[config.mk]
export PLATFORM = sky130hd
export DESIGN_NAME = uart_regbank
export DESIGN_NICKNAME = d
export VERILOG_FILES = /design/src/rtl/uart_rb_pkg.sv /design/src/rtl/uart_rb_tx.sv /design/src/rtl/uart_rb_rx.sv /design/src/rtl/uart_rb_ident.sv /design/src/rtl/uart_regbank.sv
export SDC_FILE = /design/constraint.sdc
export NUM_CORES = 1
export LEC_CHECK = 0
export CORE_ASPECT_RATIO = 0.9
export CORE_MARGIN = 5
export CORE_UTILIZATION = 35
export DETAILED_ROUTE_END_ITERATION = 10
export HOLD_SLACK_MARGIN = 0.03
export SYNTH_ARGS = -nofsm -noshare
export SYNTH_HDL_FRONTEND = slang
export SYNTH_HIERARCHICAL = 1
export SYNTH_SLANG_ARGS = --single-unit
[constraint.sdc]
create_clock -name clk -period 2.3 [get_ports clk]
set_input_delay 0.46 -clock clk [delete_from_list [all_inputs] [get_ports clk]]
set_output_delay 0.46 -clock clk [all_outputs]
set_load 0.01 [all_outputs]
[src/rtl/uart_rb_pkg.sv]
`timescale 1ns/1ps
package uart_rb_pkg;
   // register offsets (low three address bits)
   typedef enum logic [2:0] {
      OFS_DATA  = 3'd0,
      OFS_ENA   = 3'd1,
      OFS_IDENT = 3'd2,
      OFS_CTRL  = 3'd3,
      OFS_MCTL  = 3'd4,
      OFS_STAT  = 3'd5,
      OFS_MSTAT = 3'd6,
      OFS_SCR   = 3'd7
   } reg_ofs_e;

   localparam logic [7:0] IID_NONE = 8'h01;
   localparam logic [7:0] IID_TX   = 8'h02;
   localparam logic [7:0] IID_RX   = 8'h04;

   localparam int ENA_RX_BIT = 0;
   localparam int ENA_TX_BIT = 1;
endpackage

[src/rtl/uart_rb_tx.sv]
`timescale 1ns/1ps
module uart_rb_tx #(
   parameter int DATA_W = 8
) (
   input  logic              clk,
   input  logic              rst_n,
   input  logic              load,
   input  logic [DATA_W-1:0] load_data,
   input  logic              done,
   input  logic              pend_clr,
   output logic              valid,
   output logic [DATA_W-1:0] data,
   output logic              hold_empty,
   output logic              line_empty,
   output logic              pend
);
   always_ff @(posedge clk or negedge rst_n) begin
      if (!rst_n) begin
         valid      <= 1'b0;
         data       <= '0;
         hold_empty <= 1'b1;
         line_empty <= 1'b1;
         pend       <= 1'b0;
      end else if (load) begin
         // a new write always wins, even against a simultaneous done
         valid      <= 1'b1;
         data       <= load_data;
         hold_empty <= 1'b0;
         line_empty <= 1'b0;
         pend       <= 1'b0;
      end else if (valid && done) begin
         valid      <= 1'b0;
         hold_empty <= 1'b1;
         line_empty <= 1'b1;
         pend       <= 1'b1;
      end else if (pend_clr) begin
         pend <= 1'b0;
      end
   end
endmodule

[src/rtl/uart_rb_rx.sv]
`timescale 1ns/1ps
module uart_rb_rx #(
   parameter int DATA_W = 8
) (
   input  logic              clk,
   input  logic              rst_n,
   input  logic              in_valid,
   input  logic [DATA_W-1:0] in_byte,
   input  logic              in_break,
   input  logic              buf_rd,
   input  logic              stat_rd,
   output logic [DATA_W-1:0] buf_q,
   output logic              ready_q,
   output logic              brk_q,
   output logic              ovr_q
);
   logic arrive;
   assign arrive = in_valid || in_break;

   always_ff @(posedge clk or negedge rst_n) begin
      if (!rst_n) begin
         buf_q   <= '0;
         ready_q <= 1'b0;
         brk_q   <= 1'b0;
      end else if (in_break) begin
         buf_q   <= '0;
         ready_q <= 1'b1;
         brk_q   <= 1'b1;
      end else if (in_valid) begin
         buf_q   <= in_byte;
         ready_q <= 1'b1;
      end else if (buf_rd) begin
         ready_q <= 1'b0;
         brk_q   <= 1'b0;
      end
   end

   always_ff @(posedge clk or negedge rst_n) begin
      if (!rst_n)                 ovr_q <= 1'b0;
      else if (arrive && ready_q) ovr_q <= 1'b1;
      else if (stat_rd)           ovr_q <= 1'b0;
   end
endmodule

[src/rtl/uart_rb_ident.sv]
`timescale 1ns/1ps
module uart_rb_ident
   import uart_rb_pkg::*;
(
   input  logic       data_rdy,
   input  logic       tx_pend,
   input  logic       ena_rx,
   input  logic       ena_tx,
   output logic [7:0] code,
   output logic       irq
);
   always_comb begin
      if (data_rdy && ena_rx)     code = IID_RX;
      else if (tx_pend && ena_tx) code = IID_TX;
      else                        code = IID_NONE;
   end
   assign irq = (code != IID_NONE);
endmodule

[src/rtl/uart_regbank.sv]
`timescale 1ns/1ps
module uart_regbank
   import uart_rb_pkg::*;
#(
   parameter int ADDR_W      = 3,
   parameter int DATA_W      = 8,
   parameter int LATCH_BIT   = 7,
   parameter int LOOP_BIT    = 4,
   parameter bit LOOPBACK_EN = 1'b1
) (
   input  logic              clk,
   input  logic              rst_n,
   input  logic [ADDR_W-1:0] bus_addr,
   input  logic              bus_wr,
   input  logic [DATA_W-1:0] bus_wdata,
   input  logic              bus_rd,
   output logic [DATA_W-1:0] bus_rdata,
   output logic              irq,
   output logic              tx_valid,
   output logic [DATA_W-1:0] tx_data,
   input  logic              tx_done,
   input  logic              rx_valid,
   input  logic [DATA_W-1:0] rx_byte,
   input  logic              rx_break,
   output logic              rx_ready
);
   localparam int DIV_W = 2 * DATA_W;

   if (DATA_W != 8) begin : g_bad_width
      $error("uart_regbank: registers are byte wide, DATA_W must be 8");
   end
   if (ADDR_W != 3) begin : g_bad_addr
      $error("uart_regbank: eight registers need ADDR_W of 3");
   end
   if (LATCH_BIT >= DATA_W || LOOP_BIT >= DATA_W) begin : g_bad_bit
      $error("uart_regbank: control bit positions out of range");
   end

   reg_ofs_e          ofs;
   logic [DATA_W-1:0] ctrl_q, mctl_q, ena_q, mstat_q, scr_q, mstat_view;
   logic [DIV_W-1:0]  div_q;
   logic              latch_sel;
   logic              tx_load, buf_rd, stat_rd, pend_clr;
   logic              thre_w, temt_w, pend_w;
   logic [DATA_W-1:0] rbr_w;
   logic              dr_w, bi_w, oe_w;
   logic [7:0]        iid_w;
   logic [DATA_W-1:0] stat_view;

   assign ofs       = reg_ofs_e'(bus_addr[2:0]);
   assign latch_sel = ctrl_q[LATCH_BIT];

   // access decode
   assign tx_load  = bus_wr && (ofs == OFS_DATA) && !latch_sel;
   assign buf_rd   = bus_rd && (ofs == OFS_DATA) && !latch_sel;
   assign stat_rd  = bus_rd && (ofs == OFS_STAT);
   assign pend_clr = bus_rd && (ofs == OFS_IDENT) && (iid_w == IID_TX);

   // plain storage registers
   always_ff @(posedge clk or negedge rst_n) begin
      if (!rst_n) begin
         ctrl_q  <= '0;
         mctl_q  <= '0;
         ena_q   <= '0;
         mstat_q <= '0;
         scr_q   <= '0;
         div_q   <= '0;
      end else if (bus_wr) begin
         unique case (ofs)
            OFS_DATA:  if (latch_sel) div_q[DATA_W-1:0] <= bus_wdata;
            OFS_ENA:   if (latch_sel) div_q[DIV_W-1:DATA_W] <= bus_wdata;
                       else           ena_q <= bus_wdata;
            OFS_CTRL:  ctrl_q  <= bus_wdata;
            OFS_MCTL:  mctl_q  <= bus_wdata;
            OFS_MSTAT: mstat_q <= bus_wdata;
            OFS_SCR:   scr_q   <= bus_wdata;
            default:   ; // identification and status are read-only
         endcase
      end
   end

   uart_rb_tx #(.DATA_W(DATA_W)) u_tx (
      .clk(clk), .rst_n(rst_n),
      .load(tx_load), .load_data(bus_wdata), .done(tx_done),
      .pend_clr(pend_clr),
      .valid(tx_valid), .data(tx_data),
      .hold_empty(thre_w), .line_empty(temt_w), .pend(pend_w)
   );

   uart_rb_rx #(.DATA_W(DATA_W)) u_rx (
      .clk(clk), .rst_n(rst_n),
      .in_valid(rx_valid), .in_byte(rx_byte), .in_break(rx_break),
      .buf_rd(buf_rd), .stat_rd(stat_rd),
      .buf_q(rbr_w), .ready_q(dr_w), .brk_q(bi_w), .ovr_q(oe_w)
   );

   uart_rb_ident u_ident (
      .data_rdy(dr_w), .tx_pend(pend_w),
      .ena_rx(ena_q[ENA_RX_BIT]), .ena_tx(ena_q[ENA_TX_BIT]),
      .code(iid_w), .irq(irq)
   );

   assign rx_ready  = !dr_w;
   assign stat_view = {1'b0, temt_w, thre_w, bi_w, 2'b00, oe_w, dr_w};

   // modem status view: loopback variant or plain register
   if (LOOPBACK_EN) begin : g_loop
      always_comb begin
         if (mctl_q[LOOP_BIT])
            mstat_view = {mctl_q[3:2], mctl_q[0], mctl_q[1], 4'b0000};
         else
            mstat_view = mstat_q;
      end
   end else begin : g_noloop
      assign mstat_view = mstat_q;
   end

   // read mux
   always_comb begin
      unique case (ofs)
         OFS_DATA:  bus_rdata = latch_sel ? div_q[DATA_W-1:0] : rbr_w;
         OFS_ENA:   bus_rdata = latch_sel ? div_q[DIV_W-1:DATA_W] : ena_q;
         OFS_IDENT: bus_rdata = iid_w;
         OFS_CTRL:  bus_rdata = ctrl_q;
         OFS_MCTL:  bus_rdata = mctl_q;
         OFS_STAT:  bus_rdata = stat_view;
         OFS_MSTAT: bus_rdata = mstat_view;
         default:   bus_rdata = scr_q;
      endcase
   end
endmodule

# == After elaboration in Yosys (flattened, before gate mapping) ==
# Index checks and enable logic that the tools add are counted.
# totals
wordCells,77
register_bits,78
output_inout_bits,19
# classes
n_reduce_logical,29
n_mux,22
n_eq_ne,10
bitwise,1
# ops
operator,count
$pmux 8 s7,1
$mux 8,6
$mux 1,14
$eq 3x3->1 const B,4
$logic_and 1x1->1,11
$reduce_and 2->1,5
$reduce_and 3->1,3
$eq 8x2->1 const B,1
$ne 8x1->1 const B,1
$reduce_bool 2->1,4
$eq 3x2->1 const B,2
$reduce_bool 3->1,2
$eq 3x1->1 const B,1
$logic_not 3->1,1
$logic_not 1->1,2
$mux 2,1
$ne 2x1->1 const B,1
$logic_or 1x1->1,1
$not 1->1,1

# == Longest topological paths before layout ==
# Gate-level depths: netlist of the first run.
# depth
word_depth,8
mapped_depth,6
depth_no_buf,6

# == Hierarchy ==
# Netlist of the first run, hierarchy kept.
# modules_own_cells
module,seq_area_each_um2,instances,cells_each,area_per_inst_um2
uart_regbank,1401.3,1,241,2925.3
uart_rb_tx,276.5,1,28,447.9
uart_rb_rx,275.3,1,36,437.9
uart_rb_ident,0.0,1,11,80.1

# == Worst setup path before layout of the first run ==
# OpenSTA, ideal clock, no wires.
# synth_path
path_type,register to output
startpoint,register mctl_q[4]
endpoint,output port bus_rdata[5]
path_stages_with_launch,5
setup_slack_ps,366
n_path_buf,1
arrival_ps,1474
t_required_ps,1840
cell_sequence,dfrtp_1 -> buf_6 -> mux2_4 -> mux4_2 -> o221a_1
# synth_via
elab_chain_cells,2
# synth_rtl
element,line,text
"start, declared",uart_regbank.sv:40,"logic [DATA_W-1:0] ctrl_q, mctl_q, ena_q, mstat_q, scr_q, mstat_view;"
"start signal, assigned",uart_regbank.sv:74,OFS_MCTL: mctl_q <= bus_wdata;
$mux 8,uart_regbank.sv:109,if (mctl_q[LOOP_BIT])
$pmux 8 s7,uart_regbank.sv:120,unique case (ofs)
"end, declared",uart_regbank.sv:17,"output logic [DATA_W-1:0] bus_rdata,"
# Every way passes these cells.

# == Final worst setup path of the first run ==
# layout_path
startpoint,register ctrl_q[7]
endpoint,output port bus_rdata[5]
# layout_via
elab_chain_cells,2
# layout_rtl
element,line,text
"start, declared",uart_regbank.sv:40,
"start signal, assigned",uart_regbank.sv:73,OFS_CTRL: ctrl_q <= bus_wdata;
$mux 8 (on tied branches),"uart_regbank.sv:122, uart_regbank.sv:121",
$pmux 8 s7 (*),uart_regbank.sv:120,
# Mark *: on every way between the ends. The rest lies on a longest branch, timed or not.

==> run summary, run 1 <==
* finished, violations left — status
* negative setup slack — violations in the final reports
* 0 — number of enable flip-flop cells after synthesis
* 121 um — horizontal die dimension
* 0.401 — register share of total power
* 0.00480 mm^2 — Placed Instance Area
* 0.647 — worst slew margin relative to its limit
* 0 — number of endpoints with negative hold slack in the final report
* 142 — drt first-iter violations
* yes — CTS tree
* 0 — Max Slew Vio Count
* -0.348 ns — Final TNS setup
* 12.3 um^2 — Avg Inst Size Synth
* 0 — final antenna-violating net count
* 2.03 ns — WP data arrival
* register to primary output — kind of critical path
* 316 — synthesized instance count
* 17.6 um — average detailed-routed wire length per instance
* 0 — number of antenna cells inserted
* 36 — Core Rows
* 0 — DR DRC count
* 7.26 mm — post-DP HPWL
* 428 — net count of the finished layout
* 33.9% — area overhead of the layout relative to synthesis
* 9 — TritonCTS buffer count
* 4.92 — routed via count divided by cell count
* primary output — Worst Setup End Kind
* 2.49 ns — minimum clock period
* 2.32 nW — leak pwr
* 0.00548 ns — worst clock skew
* yes — unrepaired setup endpoints after global routing
* 0.480 — share of the core filled with cells
* 16.2 mm — wire length of the first global-routing pass
* 0.0133 mm^2 — full die area
* 0 — number of hold-repair buffers added at the cts stage
* 0.502 — part of the Yosys area used for sequential elements
* 48 — post-synthesis cell type count
* 0.888 — last weighted congestion value of the routability-driven placer
* 3.51 mW — internal cell power
* 0 — global route total overflow
* 0.495 — fraction of synthesized cell area taken by the top area cell type
* 1.08 — Tcrit/Tclk final
* 78 — clock tree sinks
* 38 — pin count of the biggest net entering global routing
* 0.528 ns — slew at the pin closest to its max-slew limit
* 4 — final setup violating endpoints
* 1.28 mW — switching power summed over all nets
* 2 — crit path buf inv count
* buf_6 > mux2_4 > mux4_2 > o221a_1 > buf_2 — cell-by-cell listing of the critical path
* 6 — total number of yosys warnings
* multiplexers — category of cells accounting for the largest share of critical-path delay
* 9.85 mm — total routed wirelength
* 0.00521 mm^2 — cell area after layout
* 2947 — via count of the first global-routing pass
* 0 — number of max-cap violations
* 2749 — Vias
* 0.34 ns — Clk Latency, worst-skew pair
* 0.0109 mm^2 — Core ar.
* register — nature of the critical path startpoint
* sky130_fd_sc_hd__dfrtp_1 — most common cell after layout, fill and taps aside
* primary input to async pin — worst hold-check path type
* sky130_fd_sc_hd__dfrtp_1 — library cell with the largest summed area after synthesis
* 78 — count of state elements after synthesis
* 0.267 — share of total power consumed by net switching
* 0.405 — fraction of final layout cells with drive strength greater than 1
* 0.06 ns — Clk pin slew, worst setup/hold paths
* -0.580 ns — Place WS
* 0.256 — share of total power in combinational logic
* 0.358 — effective utilization at floorplan
* 3 — H-tree depth
* sky130_fd_sc_hd__mux4_2 — cell type of the slowest stage on the worst timing path
* sky130_fd_sc_hd__clkbuf_16 — cell at the root of the clock tree
* 4 — drt pass-1 iters
* 0.00389 mm^2 — Cell Area, Synth
* sky130_fd_sc_hd__dfrtp_1 50%, sky130_fd_sc_hd__mux2_2 17%, sky130_fd_sc_hd__mux2i_1 5.4% — biggest area contributors in the synthesized netlist
* sky130_fd_sc_hd__dfrtp_1 — most common flop cell mapped by yosys
* 0.45 ns — delay of the slowest cell on the worst path
* 45 — # IOs
* 44 — count of input and output buffers
* 3 — worst-path fanout max
* 0.159 — overall routing resource usage
* 919 mW/mm^2 — total power per unit cell area
* -0.188 ns — crit path setup slack, layout
* 0 — number of antenna violations at the first check in global routing
* 1.84 ns — critical path data required time
* 1.00 — share of synthesized registers carrying an async set or reset
* 1017 — number of filler cells placed in the layout
* 434 uV — IR Drop Worst-Case VDD
* 2 — maximum clock insertion buffer count
* 402 MHz — Peak Freq
* 76 x sky130_fd_sc_hd__dfrtp_1, 58 x sky130_fd_sc_hd__mux2_2, 39 x sky130_fd_sc_hd__buf_4 — most used cells in the layout excluding fill and tap cells
* 0.344 — part of the total power dissipated in the clock network
* 110 um — vertical die dimension
-- registers in the layout, summed over array words and instances (netlist names) --
name and cells:
u_tx/pend 1, mstat_q 8, ena_q 8, u_rx/brk_q 1, u_tx/valid 1, u_rx/buf_q 8, u_rx/ovr_q 1, div_q 16
mctl_q 8, scr_q 8, u_rx/ready_q 1, ctrl_q 8, u_tx/line_empty 1, u_tx/data 8
-- metal layers --
layer | vias to the layer above | wire length, um | GRT usage
met2 | 48 | 4600 | 0.255
met4 | 0 | 100 | 0.0336
li1 | 1308 | - | -
met3 | 8 | 390 | 0.0449
met1 | 1385 | 4760 | 0.218
met5 | - | 0 | 0
-- area by class of cell --
type                            count  area, um^2  share of cell area
Clock buffer                        9         225              0.0432
Clock inverter                      7         120              0.0231
Inverter                            6        22.5             0.00432
Multi-Input combinational cell    213        1820               0.349
Sequential cell                    78        1950               0.375
Tap cell                          152         190              0.0365
Timing Repair Buffer               94         878               0.169
-- metrics by stage --
stage	total power, mW	hold WS, ns	std cells
after floorplan	2.62	0.164	320
after global placement	3.09	0.460	537
after detailed placement	3.12	0.470	537
after CTS	4.83	0.109	559
after global routing	5.01	0.129	559
final	4.79	0.102	559
-- final timing paths --
check | from | end | slack, ns | cells past startpoint
hold reg to reg | u_rx/brk_q | u_rx/brk_q | 0.49 | 1
setup / recovery | ctrl_q[7] | bus_rdata[5] | -0.19 | 5
hold / removal | rst_n | ctrl_q[0] | 0.10 | 1
min in group clk | u_rx/brk_q | u_rx/brk_q | 0.49 | 1
max in group asynchronous | rst_n | scr_q[6] | 1.62 | 2
setup reg to reg | ctrl_q[7] | u_tx/data[1] | 0.57 | 6
-- cell usage after synthesis (5+ instances only) --
cell type / count
sky130_fd_sc_hd__nand3_1: 6
sky130_fd_sc_hd__nand2_1: 14
sky130_fd_sc_hd__nor2b_1: 6
sky130_fd_sc_hd__mux2_4: 10
sky130_fd_sc_hd__buf_4: 6
sky130_fd_sc_hd__inv_1: 5
sky130_fd_sc_hd__mux2_2: 58
sky130_fd_sc_hd__dfrtp_1: 77
sky130_fd_sc_hd__mux2i_1: 21
sky130_fd_sc_hd__a21oi_1: 6
sky130_fd_sc_hd__o21ai_0: 7
sky130_fd_sc_hd__nor2_1: 22
sky130_fd_sc_hd__buf_2: 11
-- power by group through the flow --
stage | logic (mW) | registers, mW | clock network, mW
CTS | 1.23 | 1.92 | 1.68
finish | 1.22 | 1.92 | 1.65
detailed placement | 1.19 | 1.94 | 0
global route | 1.32 | 1.96 | 1.73
floorplan | 0.730 | 1.89 | 0
global placement | 1.17 | 1.92 | 0
-- cell families after synthesis --
kind of cell,after synthesis,share of synthesized area
and+or+nand+nor,72,0.0981
buffers and inverters,29,0.0450
muxes,92,0.275
DFF,78,0.502
other,1,0.000964
AOI/OAI and AO/OA,44,0.0791
-- repair_timing --
action                                  CTS  global route
setup buffers                             5             0
gates cloned                              1             0
resized for setup                        49             5
pin swaps                                11            12
endpoints found under the setup margin    8             8
Note: power is estimated with default switching activity, not from simulation.
==> inputs of run 2 (changes only) <==
--- a/config.mk
+++ b/config.mk
@@ -12,2 +12,3 @@
 export HOLD_SLACK_MARGIN = 0.03
+export SETUP_SLACK_MARGIN = 0.15
 export SYNTH_ARGS = -nofsm -noshare
--- a/constraint.sdc
+++ b/constraint.sdc
@@ -3,2 +3,2 @@
 set_output_delay 0.46 -clock clk [all_outputs]
-set_load 0.01 [all_outputs]
+set_load 0.05 [all_outputs]
==> run summary, run 2 (synthesized netlist as in run 1, its figures left out) <==
* sky130_fd_sc_hd__clkbuf_16 — cell at the root of the clock tree, unchanged
* sky130_fd_sc_hd__dfrtp_2 — cell type of the slowest stage on the worst timing path, was sky130_fd_sc_hd__mux4_2
* 0.913 — last weighted congestion value of the routability-driven placer, was 0.888
* 121 um — horizontal die dimension, unchanged
* 0.0133 mm^2 — full die area, unchanged
* 45 — # IOs, unchanged
* 0.00195 mm^2 — register cell area after layout, unchanged
* 42 — pin count of the biggest net entering global routing, was 38
* -0.160 ns — crit path setup slack, layout, was -0.188 ns
* 996 — number of filler cells placed in the layout, was 1017
* 5.01 mW — Total Power Consumption, was 4.79 mW
* 1.07 — Tcrit/Tclk final, was 1.08
* 5.02 — routed via count divided by cell count, was 4.92
* 2983 — via count of the first global-routing pass, was 2947
* 8 — final setup violating endpoints, was 4
* 5 — drt pass-1 iters, was 4
* register — nature of the critical path startpoint, unchanged
* 0.358 — effective utilization at floorplan, unchanged
* 0.00185 mm^2 — total area of multi-input combinational cells, was 0.00182 mm^2
* yes — unrepaired setup endpoints after global routing, unchanged
* 0.00483 mm^2 — Placed Instance Area, was 0.00480 mm^2
* 0.48 ns — delay of the slowest cell on the worst path, was 0.45 ns
* 0.660 — worst slew margin relative to its limit, was 0.647
* 2.46 ns — minimum clock period, was 2.49 ns
* 0 — global route total overflow, unchanged
* 2 — maximum clock insertion buffer count, unchanged
* 0.486 — share of the core filled with cells, was 0.480
* 949 mW/mm^2 — total power per unit cell area, was 919 mW/mm^2
* 36 — Core Rows, unchanged
* 44 — count of input and output buffers, unchanged
* 0.0953 ns — worst slack on hold paths, was 0.102 ns
* 9.97 mm — total routed wirelength, was 9.85 mm
* 2781 — Vias, was 2749
* 424 — net count of the finished layout, was 428
* 151 — drt first-iter violations, was 142
* 5 — FF-to-FF path depth, was 6
* 0 — number of antenna cells inserted, unchanged
* yes — CTS tree, unchanged
* 110 um — vertical die dimension, unchanged
* 0 — number of hold-repair buffers added at the cts stage, unchanged
* 0 — number of antenna violations at the first check in global routing, unchanged
* 2.00 ns — WP data arrival, was 2.03 ns
* 9 — TritonCTS buffer count, unchanged
* 0.00803 ns — worst clock skew, was 0.00548 ns
* 0.33 ns — Clk Latency, worst-skew pair, was 0.34 ns
* 2.33 nW — leak pwr, was 2.32 nW
* 0.508 ns — slew at the pin closest to its max-slew limit, was 0.528 ns
* primary output — Worst Setup End Kind, unchanged
* 18.0 um — average detailed-routed wire length per instance, was 17.6 um
* 407 MHz — Peak Freq, was 402 MHz
* 0 — number of endpoints with negative hold slack in the final report, unchanged
* div_q — largest register by flop count, unchanged
* primary input to async pin — worst hold-check path type, unchanged
* sky130_fd_sc_hd__dfrtp_1 — most common cell after layout, fill and taps aside, unchanged
* mux2_4 > mux4_2 > o221a_1 > buf_6 — cell-by-cell listing of the critical path, was buf_6 > mux2_4 > mux4_2 > o221a_1 > buf_2
* 3 — H-tree depth, unchanged
* 0 — DR DRC count, unchanged
* 461 uV — IR Drop Worst-Case VDD, was 434 uV
* -0.253 ns — Place WS, was -0.580 ns
* 16.3 mm — wire length of the first global-routing pass, was 16.2 mm
* 0 — number of max-cap violations, unchanged
* 76 x sky130_fd_sc_hd__dfrtp_1, 57 x sky130_fd_sc_hd__mux2_2, 40 x sky130_fd_sc_hd__buf_4 — most used cells in the layout excluding fill and tap cells, was 76 x sky130_fd_sc_hd__dfrtp_1, 58 x sky130_fd_sc_hd__mux2_2, 39 x sky130_fd_sc_hd__buf_4
* finished, violations left — status, unchanged
* 78 — clock tree sinks, unchanged
* negative setup slack — violations in the final reports, unchanged
* 1.84 ns — critical path data required time, about the same
* 0.160 — overall routing resource usage, was 0.159
* 0.06 ns — Clk pin slew, worst setup/hold paths, about the same
* 16 — Largest register FFs, unchanged
* register to primary output — kind of critical path, unchanged
* 0 — final antenna-violating net count, unchanged
* 6 — worst-path fanout max, was 3
* 35.5% — area overhead of the layout relative to synthesis, was 33.9%
* 0.00527 mm^2 — cell area after layout, was 0.00521 mm^2
* 0.0109 mm^2 — Core ar., unchanged
* 0.403 — fraction of final layout cells with drive strength greater than 1, was 0.405
* 7.45 mm — post-DP HPWL, was 7.26 mm
* 0 — Max Slew Vio Count, unchanged
[run 2: cell types whose count changed in the layout (fill, tap and decap cells not counted), moves of 2 or more]
| cell | previous run | this run |
|---|---|---|
| sky130_fd_sc_hd__a31oi_1 | 4 | 1 |
| sky130_fd_sc_hd__a31oi_2 | 0 | 2 |
| sky130_fd_sc_hd__buf_12 | 8 | 11 |
| sky130_fd_sc_hd__buf_2 | 9 | 0 |
| sky130_fd_sc_hd__clkbuf_8 | 0 | 2 |
| sky130_fd_sc_hd__inv_6 | 2 | 0 |
| sky130_fd_sc_hd__o21ai_0 | 3 | 5 |
| sky130_fd_sc_hd__o21ai_1 | 4 | 2 |
[run 2: power breakdown]
group	switching (mW)	internal (mW)
logic	0.768	0.779
registers	0.213	1.72
clock network	0.526	1.00
total	1.51	3.50
[run 2: repair_timing]
action                                  4_1_cts  5_1_grt
setup buffers                                 0        4
gates resized for setup                      13        6
endpoints found under the setup margin        8        8
gates cloned                                  1        0
endpoints found under the hold margin         0        0
pin swaps                                     5        6
[run 2: path summary, 6_finish.rpt]
kind	from	endpoint	slack [ns]
min in group clk	div_q[4]	div_q[4]	0.49
setup / recovery	ctrl_q[7]	bus_rdata[5]	-0.16
setup reg to reg	ctrl_q[7]	u_tx/data[1]	0.57
hold reg to reg	div_q[4]	div_q[4]	0.49
hold / removal	rst_n	u_tx/data[5]	0.1
max in group asynchronous	rst_n	u_tx/line_empty	1.57
[run 2: critical path: cells and delay by family, from the launching register on]
family          cells  cell delay, ns
compound gates      1            0.24
buf+inv             1            0.16
flops               1            0.48
mux                 2            0.79
[run 2: layout make-up]
cell class,instances,area share
Inverter,6,0.00427
Tap cell,152,0.0361
Timing Repair Buffer,90,0.177
Clock inverter,3,0.0128
Clock buffer,12,0.0486
Sequential cell,78,0.371
Multi-Input combinational cell,213,0.350
[run 2: metrics by stage]
step / setup TNS, ns / std cells
global placement: -4.33 / 534
global route: -1.25 / 554
floorplan: 0 / 320
detailed placement: -4.96 / 534
CTS: -0.947 / 550
finish: -0.716 / 554
[run 2: routing by layer]
metal	vias to the layer above	part of all wire	routed length, um	track usage
met5	-	0	0	0
li1	1308	-	-	-
met3	9	0.040	394	0.0413
met4	0	0.011	107	0.0504
met1	1401	0.49	4850	0.214
met2	63	0.46	4620	0.255
==> inputs of run 3 (changes only) <==
Settings changed: CTS_CLUSTER_DIAMETER set to 100.
==> results of run 3 <==
Same layout as run 2: the final DEF is identical, and so are final timing and power.
